File: src/rtl/scan_wrap_pkg.sv
package scan_wrap_pkg;
  typedef enum logic [2:0] {
    ST_IDLE   = 3'd0,
    ST_SHIFT  = 3'd1,
    ST_CAPT   = 3'd2,
    ST_STARVE = 3'd3,
    ST_BACKUP = 3'd4
  } wst_t;
endpackage

File: src/rtl/swc_phase.sv
module swc_phase #(
  parameter int DIV = 4
) (
  input  logic clk,
  input  logic rst,
  output logic tick,
  output logic hi_next
);
  localparam int PW   = (DIV > 2) ? $clog2(DIV) : 1;
  localparam int HALF = DIV / 2;

  logic [PW-1:0] ph;
  logic [PW-1:0] ph_nxt;

  assign tick    = (ph == PW'(DIV - 1));
  assign ph_nxt  = tick ? '0 : ph + 1'b1;
  assign hi_next = (ph_nxt >= PW'(HALF));

  always_ff @(posedge clk) begin
    if (rst) ph <= '0;
    else     ph <= ph_nxt;
  end
endmodule

File: src/rtl/swc_inbuf.sv
module swc_inbuf #(
  parameter int W = 32
) (
  input  logic         clk,
  input  logic         rst,
  input  logic         in_valid,
  input  logic [W-1:0] in_data,
  output logic         in_accept,
  input  logic         pop,
  output logic         bit_out,
  output logic         avail
);
  localparam int CW = $clog2(W + 1);

  logic [W-1:0]  pend, pend_n, shr, shr_n;
  logic          pend_v, pend_v_n;
  logic [CW-1:0] scnt, scnt_n;
  logic          take;

  assign in_accept = !pend_v;
  assign take      = in_valid && !pend_v;
  assign avail     = (scnt != '0) || pend_v;
  assign bit_out   = (scnt != '0) ? shr[0] : pend[0];

  always_comb begin
    shr_n    = shr;
    scnt_n   = scnt;
    pend_n   = pend;
    pend_v_n = pend_v;
    if (scnt != '0) begin
      if (pop) begin
        shr_n  = shr >> 1;
        scnt_n = scnt - 1'b1;
      end
    end else if (pend_v) begin
      pend_v_n = 1'b0;
      if (pop) begin
        shr_n  = pend >> 1;
        scnt_n = CW'(W - 1);
      end else begin
        shr_n  = pend;
        scnt_n = CW'(W);
      end
    end
    if (take) begin
      pend_n   = in_data;
      pend_v_n = 1'b1;
    end
  end

  always_ff @(posedge clk) begin
    if (rst) begin
      pend   <= '0;
      pend_v <= 1'b0;
      shr    <= '0;
      scnt   <= '0;
    end else begin
      pend   <= pend_n;
      pend_v <= pend_v_n;
      shr    <= shr_n;
      scnt   <= scnt_n;
    end
  end
endmodule

File: src/rtl/swc_outbuf.sv
module swc_outbuf #(
  parameter int W = 32
) (
  input  logic         clk,
  input  logic         rst,
  input  logic         push,
  input  logic         bit_in,
  input  logic         out_ready,
  output logic         out_valid,
  output logic [W-1:0] out_data,
  output logic         full
);
  localparam int CW = $clog2(W + 1);

  logic [W-1:0]  oshr;
  logic [CW-1:0] ocnt;
  logic [W-1:0]  hold;
  logic          hold_v;
  logic          move;

  assign move      = (ocnt == CW'(W)) && !hold_v;
  assign full      = (ocnt == CW'(W)) && hold_v;
  assign out_valid = hold_v;
  assign out_data  = hold;

  always_ff @(posedge clk) begin
    if (rst) begin
      oshr   <= '0;
      ocnt   <= '0;
      hold   <= '0;
      hold_v <= 1'b0;
    end else begin
      if (push) oshr <= {bit_in, oshr[W-1:1]};
      if (move)      ocnt <= push ? CW'(1) : '0;
      else if (push) ocnt <= ocnt + 1'b1;
      if (move) begin
        hold   <= oshr;
        hold_v <= 1'b1;
      end else if (hold_v && out_ready) begin
        hold_v <= 1'b0;
      end
    end
  end
endmodule

File: src/rtl/swc_seq.sv
module swc_seq
  import scan_wrap_pkg::*;
#(
  parameter int CHAIN_LEN = 48
) (
  input  logic clk,
  input  logic rst,
  input  logic tick,
  input  logic test_en,
  input  logic in_avail,
  input  logic out_full,
  output wst_t st_nxt,
  output logic shift_go
);
  localparam int CW = $clog2(CHAIN_LEN + 1);

  wst_t          st, decided, resume;
  logic [CW-1:0] shcnt;
  logic          pat_done;

  assign pat_done = (shcnt == CW'(CHAIN_LEN));

  always_comb begin
    if (!in_avail)     resume = ST_STARVE;
    else if (out_full) resume = ST_BACKUP;
    else               resume = ST_SHIFT;
  end

  always_comb begin
    decided = st;
    case (st)
      ST_IDLE:  decided = test_en ? resume : ST_IDLE;
      ST_SHIFT, ST_STARVE, ST_BACKUP:
                decided = pat_done ? ST_CAPT : resume;
      ST_CAPT:  decided = test_en ? resume : ST_IDLE;
      default:  decided = ST_IDLE;
    endcase
  end

  assign st_nxt   = tick ? decided : st;
  assign shift_go = tick && (decided == ST_SHIFT);

  always_ff @(posedge clk) begin
    if (rst) begin
      st    <= ST_IDLE;
      shcnt <= '0;
    end else begin
      st <= st_nxt;
      if (shift_go)                       shcnt <= shcnt + 1'b1;
      else if (tick && decided == ST_CAPT) shcnt <= '0;
    end
  end
endmodule

File: src/rtl/scan_wrap_ctl.sv
module scan_wrap_ctl
  import scan_wrap_pkg::*;
#(
  parameter int FLIT_W    = 32,
  parameter int SCAN_DIV  = 4,
  parameter int CHAIN_LEN = 48
) (
  input  logic              clk,
  input  logic              rst,
  input  logic              test_en,
  input  logic              in_valid,
  input  logic [FLIT_W-1:0] in_flit,
  output logic              in_accept,
  output logic              out_valid,
  output logic [FLIT_W-1:0] out_flit,
  input  logic              out_ready,
  output logic              scan_clk,
  output logic              scan_en,
  output logic              scan_si,
  input  logic              scan_so,
  output logic              stall_in,
  output logic              stall_out
);
  logic tick, hi_next;
  logic in_bit, in_avail, out_full, shift_go;
  wst_t st_nxt;
  logic sclk_q, sen_q, ssi_q, stin_q, stout_q;

  swc_phase #(.DIV(SCAN_DIV)) u_phase (
    .clk(clk), .rst(rst), .tick(tick), .hi_next(hi_next)
  );

  swc_inbuf #(.W(FLIT_W)) u_inbuf (
    .clk(clk), .rst(rst), .in_valid(in_valid), .in_data(in_flit),
    .in_accept(in_accept), .pop(shift_go), .bit_out(in_bit), .avail(in_avail)
  );

  swc_outbuf #(.W(FLIT_W)) u_outbuf (
    .clk(clk), .rst(rst), .push(shift_go), .bit_in(scan_so),
    .out_ready(out_ready), .out_valid(out_valid), .out_data(out_flit),
    .full(out_full)
  );

  swc_seq #(.CHAIN_LEN(CHAIN_LEN)) u_seq (
    .clk(clk), .rst(rst), .tick(tick), .test_en(test_en),
    .in_avail(in_avail), .out_full(out_full),
    .st_nxt(st_nxt), .shift_go(shift_go)
  );

  always_ff @(posedge clk) begin
    if (rst) begin
      sclk_q  <= 1'b0;
      sen_q   <= 1'b0;
      ssi_q   <= 1'b0;
      stin_q  <= 1'b0;
      stout_q <= 1'b0;
    end else begin
      sclk_q  <= ((st_nxt == ST_SHIFT) || (st_nxt == ST_CAPT)) && hi_next;
      sen_q   <= (st_nxt == ST_SHIFT) || (st_nxt == ST_STARVE) ||
                 (st_nxt == ST_BACKUP);
      stin_q  <= (st_nxt == ST_STARVE);
      stout_q <= (st_nxt == ST_BACKUP);
      if (shift_go) ssi_q <= in_bit;
    end
  end

  assign scan_clk  = sclk_q;
  assign scan_en   = sen_q;
  assign scan_si   = ssi_q;
  assign stall_in  = stin_q;
  assign stall_out = stout_q;
endmodule

File: config.mk
export PLATFORM = sky130hd
export DESIGN_NAME = scan_wrap_ctl
export DESIGN_NICKNAME = d
export VERILOG_FILES = /design/src/rtl/scan_wrap_pkg.sv /design/src/rtl/swc_phase.sv /design/src/rtl/swc_inbuf.sv /design/src/rtl/swc_outbuf.sv /design/src/rtl/swc_seq.sv /design/src/rtl/scan_wrap_ctl.sv
export SDC_FILE = /design/constraint.sdc
export NUM_CORES = 1
export LEC_CHECK = 0
export BUFFER_PORTS_ARGS = -buffer_cell sky130_fd_sc_hd__buf_2
export CAP_MARGIN = 30
export CORE_AREA = 4 4 117 119
export CTS_BUF_LIST = sky130_fd_sc_hd__clkbuf_8
export CTS_CLUSTER_SIZE = 40
export DETAILED_ROUTE_END_ITERATION = 10
export DIE_AREA = 0 0 121 123
export GPL_ROUTABILITY_DRIVEN = 0
export HOLD_SLACK_MARGIN = 0.06
export PLACE_DENSITY = 0.77
export SYNTH_ARGS = -nofsm -noshare
export SYNTH_HDL_FRONTEND = slang
export SYNTH_HIERARCHICAL = 1
export SYNTH_SLANG_ARGS = --single-unit
File: constraint.sdc
create_clock -name clk -period 2.95 [get_ports clk]
set_input_delay 0.295 -clock clk [delete_from_list [all_inputs] [get_ports clk]]
set_output_delay 0.295 -clock clk [all_outputs]
set_load 0.01 [all_outputs]
== Word-level counts from Yosys, hierarchy flattened ==
Cells that the tools add are included.

* $add $sub $neg: 4
* Magnitude comparators: 1
* Equal/unequal tests: 15
* Mux-type cells: 25
* Reductions and logical operators: 22

{| class="wikitable"
|+ Operators by type and width
! cell !! count
|-
| $mux W32 || 4
|-
| $mux W6 || 8
|-
| $eq A3 B2 Y1 const B || 5
|-
| $mux W3 || 5
|-
| $add A6 B1 Y6 const B || 2
|-
| $eq A6 B6 Y1 const B || 2
|-
| $eq A3 B1 Y1 const B || 3
|-
| $reduce_bool A2 Y1 || 4
|-
| $logic_and A1 B1 Y1 || 7
|-
| $eq A3 B3 Y1 const B || 2
|-
| $mux W1 || 6
|-
| $pmux W3 S2 || 1
|-
| $reduce_bool A6 Y1 || 1
|-
| $sub A6 B1 Y6 const B || 1
|-
| $logic_or A1 B1 Y1 || 4
|-
| $ne A2 B1 Y1 const B || 2
|-
| $logic_not A3 Y1 || 1
|-
| $reduce_or A3 Y1 || 1
|-
| $add A2 B1 Y2 const B || 1
|-
| $eq A2 B2 Y1 const B || 1
|-
| $ge A2 B2 Y1 const B || 1
|-
| $logic_not A1 Y1 || 2
|-
| $mux W2 || 1
|-
| $reduce_and A2 Y1 || 1
|-
| $reduce_or A2 Y1 || 1
|}

* Bits in registers: 158
* Input port bits: 38
* Output and inout bits: 39
* Word-level logic and storage cells: 83

== Longest topological paths before layout ==
* Depth in word-level cells: 11
* Mapped depth: 13
* Gate-level depth less buffers: 10

== Cells and area by module ==
Netlist, hierarchy kept.

{| class="wikitable"
|+ By module, submodules not included
! module !! instances !! cells an instance !! area an instance (µm²) !! sequential area each (µm²)
|-
| swc_inbuf || 1 || 340 || 3103.0 || 1421.4
|-
| swc_outbuf || 1 || 293 || 2880.3 || 1421.4
|-
| swc_seq || 1 || 69 || 565.5 || 180.2
|-
| scan_wrap_ctl || 1 || 14 || 168.9 || 100.1
|-
| swc_phase || 1 || 5 || 68.8 || 40.0
|}

== Least setup slack after synthesis ==
No wires, ideal clock.

* Kind: register to register
* Start: register u_outbuf.ocnt[0]
* End: register u_inbuf.scnt[4]
* Library setup time: 128 ps
* Arrival: 2758 ps
* Path slack: 64 ps
* Cell stages (with the launch flop): 14
* Clock period less this slack: 2886 ps
* Cells stage by stage: dfxtp_1 inv_1 ha_1 nor4b_4 buf_6 and3_1 nand3b_1 nor2_1 clkbuf_1 buf_2 nand2_1 nor3_1 mux2i_1 nor2_1

* Longest elaborated chain between the ends: 11
* Elaborated cells between the ends (all ways): 14

{| class="wikitable"
|+ Ends and longest elaborated chain
! what !! line !! RTL
|-
| start: declaration || swc_outbuf.sv:16 || <nowiki>logic [CW-1:0] ocnt;</nowiki>
|-
| start signal: assignment || swc_outbuf.sv:34 || <nowiki>if (move) ocnt <= push ? CW'(1) : '0;</nowiki>
|-
| start signal: assignment || swc_outbuf.sv:35 || <nowiki>else if (push) ocnt <= ocnt + 1'b1;</nowiki>
|-
| $eq A6 B6 Y1 * || swc_outbuf.sv:22 || <nowiki>assign full = (ocnt == CW'(W)) && hold_v;</nowiki>
|-
| $logic_and A1 B1 Y1 * || swc_outbuf.sv:22 ||
|-
| net out_full || scan_wrap_ctl.sv:25 || <nowiki>logic in_bit, in_avail, out_full, shift_go;</nowiki>
|-
| $mux W3 * || swc_seq.sv:25 || <nowiki>else if (out_full) resume = ST_BACKUP;</nowiki>
|-
| $mux W3 * || swc_seq.sv:24 || <nowiki>if (!in_avail) resume = ST_STARVE;</nowiki>
|-
| $mux W3, on equally long branches || swc_seq.sv:32, swc_seq.sv:35, swc_seq.sv:34 ||
|-
| $pmux W3 S2 * || swc_seq.sv:31 || <nowiki>case (st)</nowiki>
|-
| $eq A3 B1 Y1 * || swc_seq.sv:41 || <nowiki>assign shift_go = tick && (decided == ST_SHIFT);</nowiki>
|-
| $logic_and A1 B1 Y1 * || swc_seq.sv:41 ||
|-
| net shift_go || scan_wrap_ctl.sv:25 ||
|-
| $mux W6 || swc_inbuf.sv:37 || <nowiki>if (pop) begin</nowiki>
|-
| $mux W6 || swc_inbuf.sv:35 || <nowiki>end else if (pend_v) begin</nowiki>
|-
| $mux W6 || swc_inbuf.sv:30 || <nowiki>if (scnt != '0) begin</nowiki>
|-
| end signal: assignment || swc_inbuf.sv:61 || <nowiki>scnt <= scnt_n;</nowiki>
|-
| end: declaration || swc_inbuf.sv:17 || <nowiki>logic [CW-1:0] scnt, scnt_n;</nowiki>
|}

The timed path passes the listed nets; every way through them passes the cells marked *. The select of a mux whose other input is x is not followed.
A chain may end at the register's enable or synchronous reset.

== Final worst setup path ==
* Start: register u_outbuf.ocnt[0]
* End: register u_outbuf.ocnt[0]

* Longest elaborated chain between the ends: 10
* Elaborated cells between the ends (all ways): 15

{| class="wikitable"
|+ Ends and longest elaborated chain
! what !! line
|-
| $eq A6 B6 Y1 * || swc_outbuf.sv:22
|-
| $logic_and A1 B1 Y1 * || swc_outbuf.sv:22
|-
| net out_full || scan_wrap_ctl.sv:25
|-
| $mux W3 * || swc_seq.sv:25
|-
| $mux W3 * || swc_seq.sv:24
|-
| $mux W3, on equally long branches || swc_seq.sv:32, swc_seq.sv:35, swc_seq.sv:34
|-
| $pmux W3 S2 * || swc_seq.sv:31
|-
| $eq A3 B1 Y1 * || swc_seq.sv:41
|-
| $logic_and A1 B1 Y1 * || swc_seq.sv:41
|-
| net shift_go || scan_wrap_ctl.sv:25
|-
| $mux W1 || swc_outbuf.sv:34
|-
| $mux W6 || swc_outbuf.sv:34
|}

Marks and branches as above.

==> impl_results.md <==
* Synth Area per Inst at 9.41 um2
* Skew-Pair Late Insertion Delay at 0.45 ns
* Cell Area, Synth at 6790 um2
* Pre-CTS WS at 0.183 ns
* Max_cap viols at 0
* Drt wl/cell at 14.2 um
* Die W at 121 um
* CTS Buf Count at 17
* Sequential area share after synthesis at 46.6%
* WL met3 at 567 um
* Minimum clock period at 2.68 ns
* IO buf count at 76
* Total grt overflow at 0
* Fin nets at 834
* Vias at 5462
* Core footprint at 12600 um2
* Top cells by area, synth: dfxtp_1, mux2i_1, a21oi_1
* H-tree levels at 4
* RSZ-0062 raised after global routing: false
* Netlist cell types at 61
* Asr flop ratio synth at 0%
* P_int at 3.18 mW
* Fin crit share at 90.9%
* TritonCTS clock tree: done
* Top Metal Used: met4
* Startpoint types: register
* Setup CP Type: reg2reg
* Crit-path max FO at 39
* Most common flop cell mapped by yosys: dfxtp_1
* Worst-Margin Slew at 0.992 ns
* Hold wc startpoint: in_flit[8]
* First-pass DRT Iterations at 6
* Share of the synthesized area in the top cell type at 46.6%
* Max Fclk at 373 MHz
* Headroom to the max-slew limit at 33.7%
* Post-DRT Antenna Nets at 0
* Die H at 123 um
* Comb power frac at 8.6%
* Global-route wire length before repair at 23.4 mm
* Clock net sink count at 158
* Area delta synth->final at 15.2%
* Seq cells post-synth at 158
* Hold depth at 3
* Synth warnings at 6
* Fraction of layout cells with a size suffix above 1 at 17.8%
* Static Leak at 2.86 nW
* Number of global-route vias before repair at 5089
* PwrDens at 539 nW/um2
* Hold Vio Cnt, Final at 0
* Met2 WL at 6.82 mm
* Initial antenna violation count at 0
* Pins Over Slew Limit at 0
* Commonest non-fill, non-tap cell in the layout: dfxtp_1
* Reg area at 3160 um2
* Clock-pin slew on the worst setup and hold paths at 0.08 ns
* Post-DP HPWL at 8.74 mm
* Register share of total power at 54.0%
* Largest area contributor in the netlist: dfxtp_1
* CP required at 3.28 ns
* Met1 Wirelength at 6.24 mm
* Most frequent cells in the layout: dfxtp_1, a21oi_1, nand2_1
* DRC at 0
* Crit path DAT at 3.02 ns
* Reg2reg path depth at 11
* DP Area at 7190 um2
* PnR worst setup slack at 0.269 ns
* Rows at 41
* Root buffer cell: clkbuf_8
* Setup TNS at 0 ns
* Fillers at 1022
* Cells after Synth at 721
* Number of synthesized flops with an enable pin at 0
* Worst reg2reg setup slack at 0.27 ns
* Final setup vio count at 0
* Worst R2R Start: u_outbuf/ocnt[0]
* Total track usage at 19.0%
* Initial Utilization at 54.0%
* Ports at 77
* Largest net degree at the start of global routing at 76
* R2r endpoint: u_outbuf/ocnt[0]
* Setup Skew at 0.00939 ns
* Hold endpoint: u_inbuf/pend[8]
* Detailed Route Iter0 Violations at 475
* Peak supply drop at 0.313 mV
* Sw Pwr at 1.03 mW
* Syn_nets at 765
* Vias/cell at 5.60
* Ant diodes at 0
* Critical Path End Type: register
* Multi-input combinational cell area at 3280 um2
* Routed wire length at 13.8 mm
* Clock share of power at 37.4%
* Max clock buf depth at 2
* Sw frac at 24.4%
* Post-route cell area at 7820 um2
* Status: completed
* Die area at 14900 um2
* Worst hold path type: in2reg
-- power by group through the flow --
stage	clock network, mW	logic, mW	registers (mW)
4_1_cts	1.62	0.360	2.27
6_report	1.58	0.362	2.27
5_1_grt	1.71	0.409	2.28
3_3_place_gp	0	0.325	2.32
2_1_floorplan	0	0.276	2.30
3_5_place_dp	0	0.341	2.32
-- layout make-up --
| type | count | share of cell area [%] |
|---|---|---|
| Sequential cell | 158 | 40.5 |
| Tap cell | 172 | 2.75 |
| Clock buffer | 20 | 3.52 |
| Clock inverter | 12 | 1.54 |
| Timing Repair Buffer | 110 | 9.25 |
| Multi-Input combinational cell | 492 | 41.9 |
| Inverter | 11 | 0.528 |
-- synthesized netlist by cell type (2+ instances only) --
master / number
a211oi_1: 5
a21oi_1: 105
a221o_1: 2
and2_1: 5
and3_1: 3
buf_1: 5
buf_2: 12
buf_6: 10
clkbuf_1: 33
dfxtp_1: 158
ha_1: 6
inv_1: 11
mux2i_1: 65
nand2_1: 76
nand2b_1: 6
nand3_1: 9
nand3b_1: 2
nand4_1: 2
nand4b_1: 33
nor2_1: 45
nor2b_1: 4
nor3_1: 11
nor3b_1: 3
nor4bb_1: 2
o21ai_0: 4
o21ai_1: 30
o221a_1: 30
o22ai_1: 4
or2_1: 2
or3_1: 4
xor2_1: 4
-- flip-flops by register name, indices dropped and copies added (netlist names), 2 cells and up --
register	cells
u_inbuf/pend	32
u_inbuf/scnt	6
u_inbuf/shr	32
u_outbuf/ocnt	6
u_outbuf/oshr	32
u_outbuf/out_data	32
u_phase/ph	2
u_seq/shcnt	6
u_seq/st	3
-- logic make-up after synthesis --
| family | count (synthesis) | share of synthesized area [%] |
|---|---|---|
| DFF | 158 | 46.6 |
| buffers and inverters | 71 | 5.25 |
| adders and majority gates | 6 | 1.11 |
| AOI/OAI and AO/OA | 193 | 18.4 |
| and+or+nand+nor | 222 | 18.2 |
| xor gates and xnor gates | 4 | 0.516 |
| muxes | 67 | 9.92 |
-- timing repair --
action,4_1_cts,5_1_grt
buffers inserted,0,3
endpoints found under the setup margin,0,32
hold buffers,19,0
endpoints found under the hold margin,19,0
gates resized for setup,0,0
-- through the flow --
step / utilization (%) / power (mW) / cells / hold WS, ns
finish: 62.2 / 4.21 / 975 / 0.0937
global placement: 57.2 / 2.64 / 921 / 0.417
detailed placement: 57.2 / 2.66 / 921 / 0.429
floorplan: - / 2.58 / 721 / 0.364
global route: 62.2 / 4.40 / 975 / 0.0771
CTS: 61.9 / 4.25 / 972 / 0.0600
-- worst max-delay path by stage --
stage	start	end	slack (ns)	cells past startpoint
finish	u_outbuf/ocnt[0]	u_outbuf/ocnt[0]	0.27	11
global route	u_outbuf/ocnt[0]	u_inbuf/shr[0]	0.07	10
CTS	u_outbuf/ocnt[0]	u_outbuf/ocnt[5]	0.15	9
detailed placement	u_outbuf/ocnt[0]	u_outbuf/ocnt[5]	0.18	9
global placement	u_outbuf/ocnt[0]	u_outbuf/ocnt[5]	0.31	9
floorplan	u_outbuf/ocnt[0]	u_inbuf/scnt[4]	0.06	13
-- routing by layer --
metal  vias to the layer above  GRT usage, %
met2                       131          32.0
met4                         0          7.72
li1                       2735             -
met5                         -             0
met1                      2578          24.1
met3                        18          3.89
-- worst max-delay path: stages, from the launching register on --
cell and delay [ns]:
dfxtp_1 0.42, inv_1 0.10, ha_1 0.22, nor4b_4 0.14
and3_1 0.21, nand3b_1 0.31, nor2_4 0.35, buf_12 0.15
buf_12 0.24, nor4b_1 0.09, nor3_1 0.20, nand3_1 0.10
(Power assumes the default switching activity.)
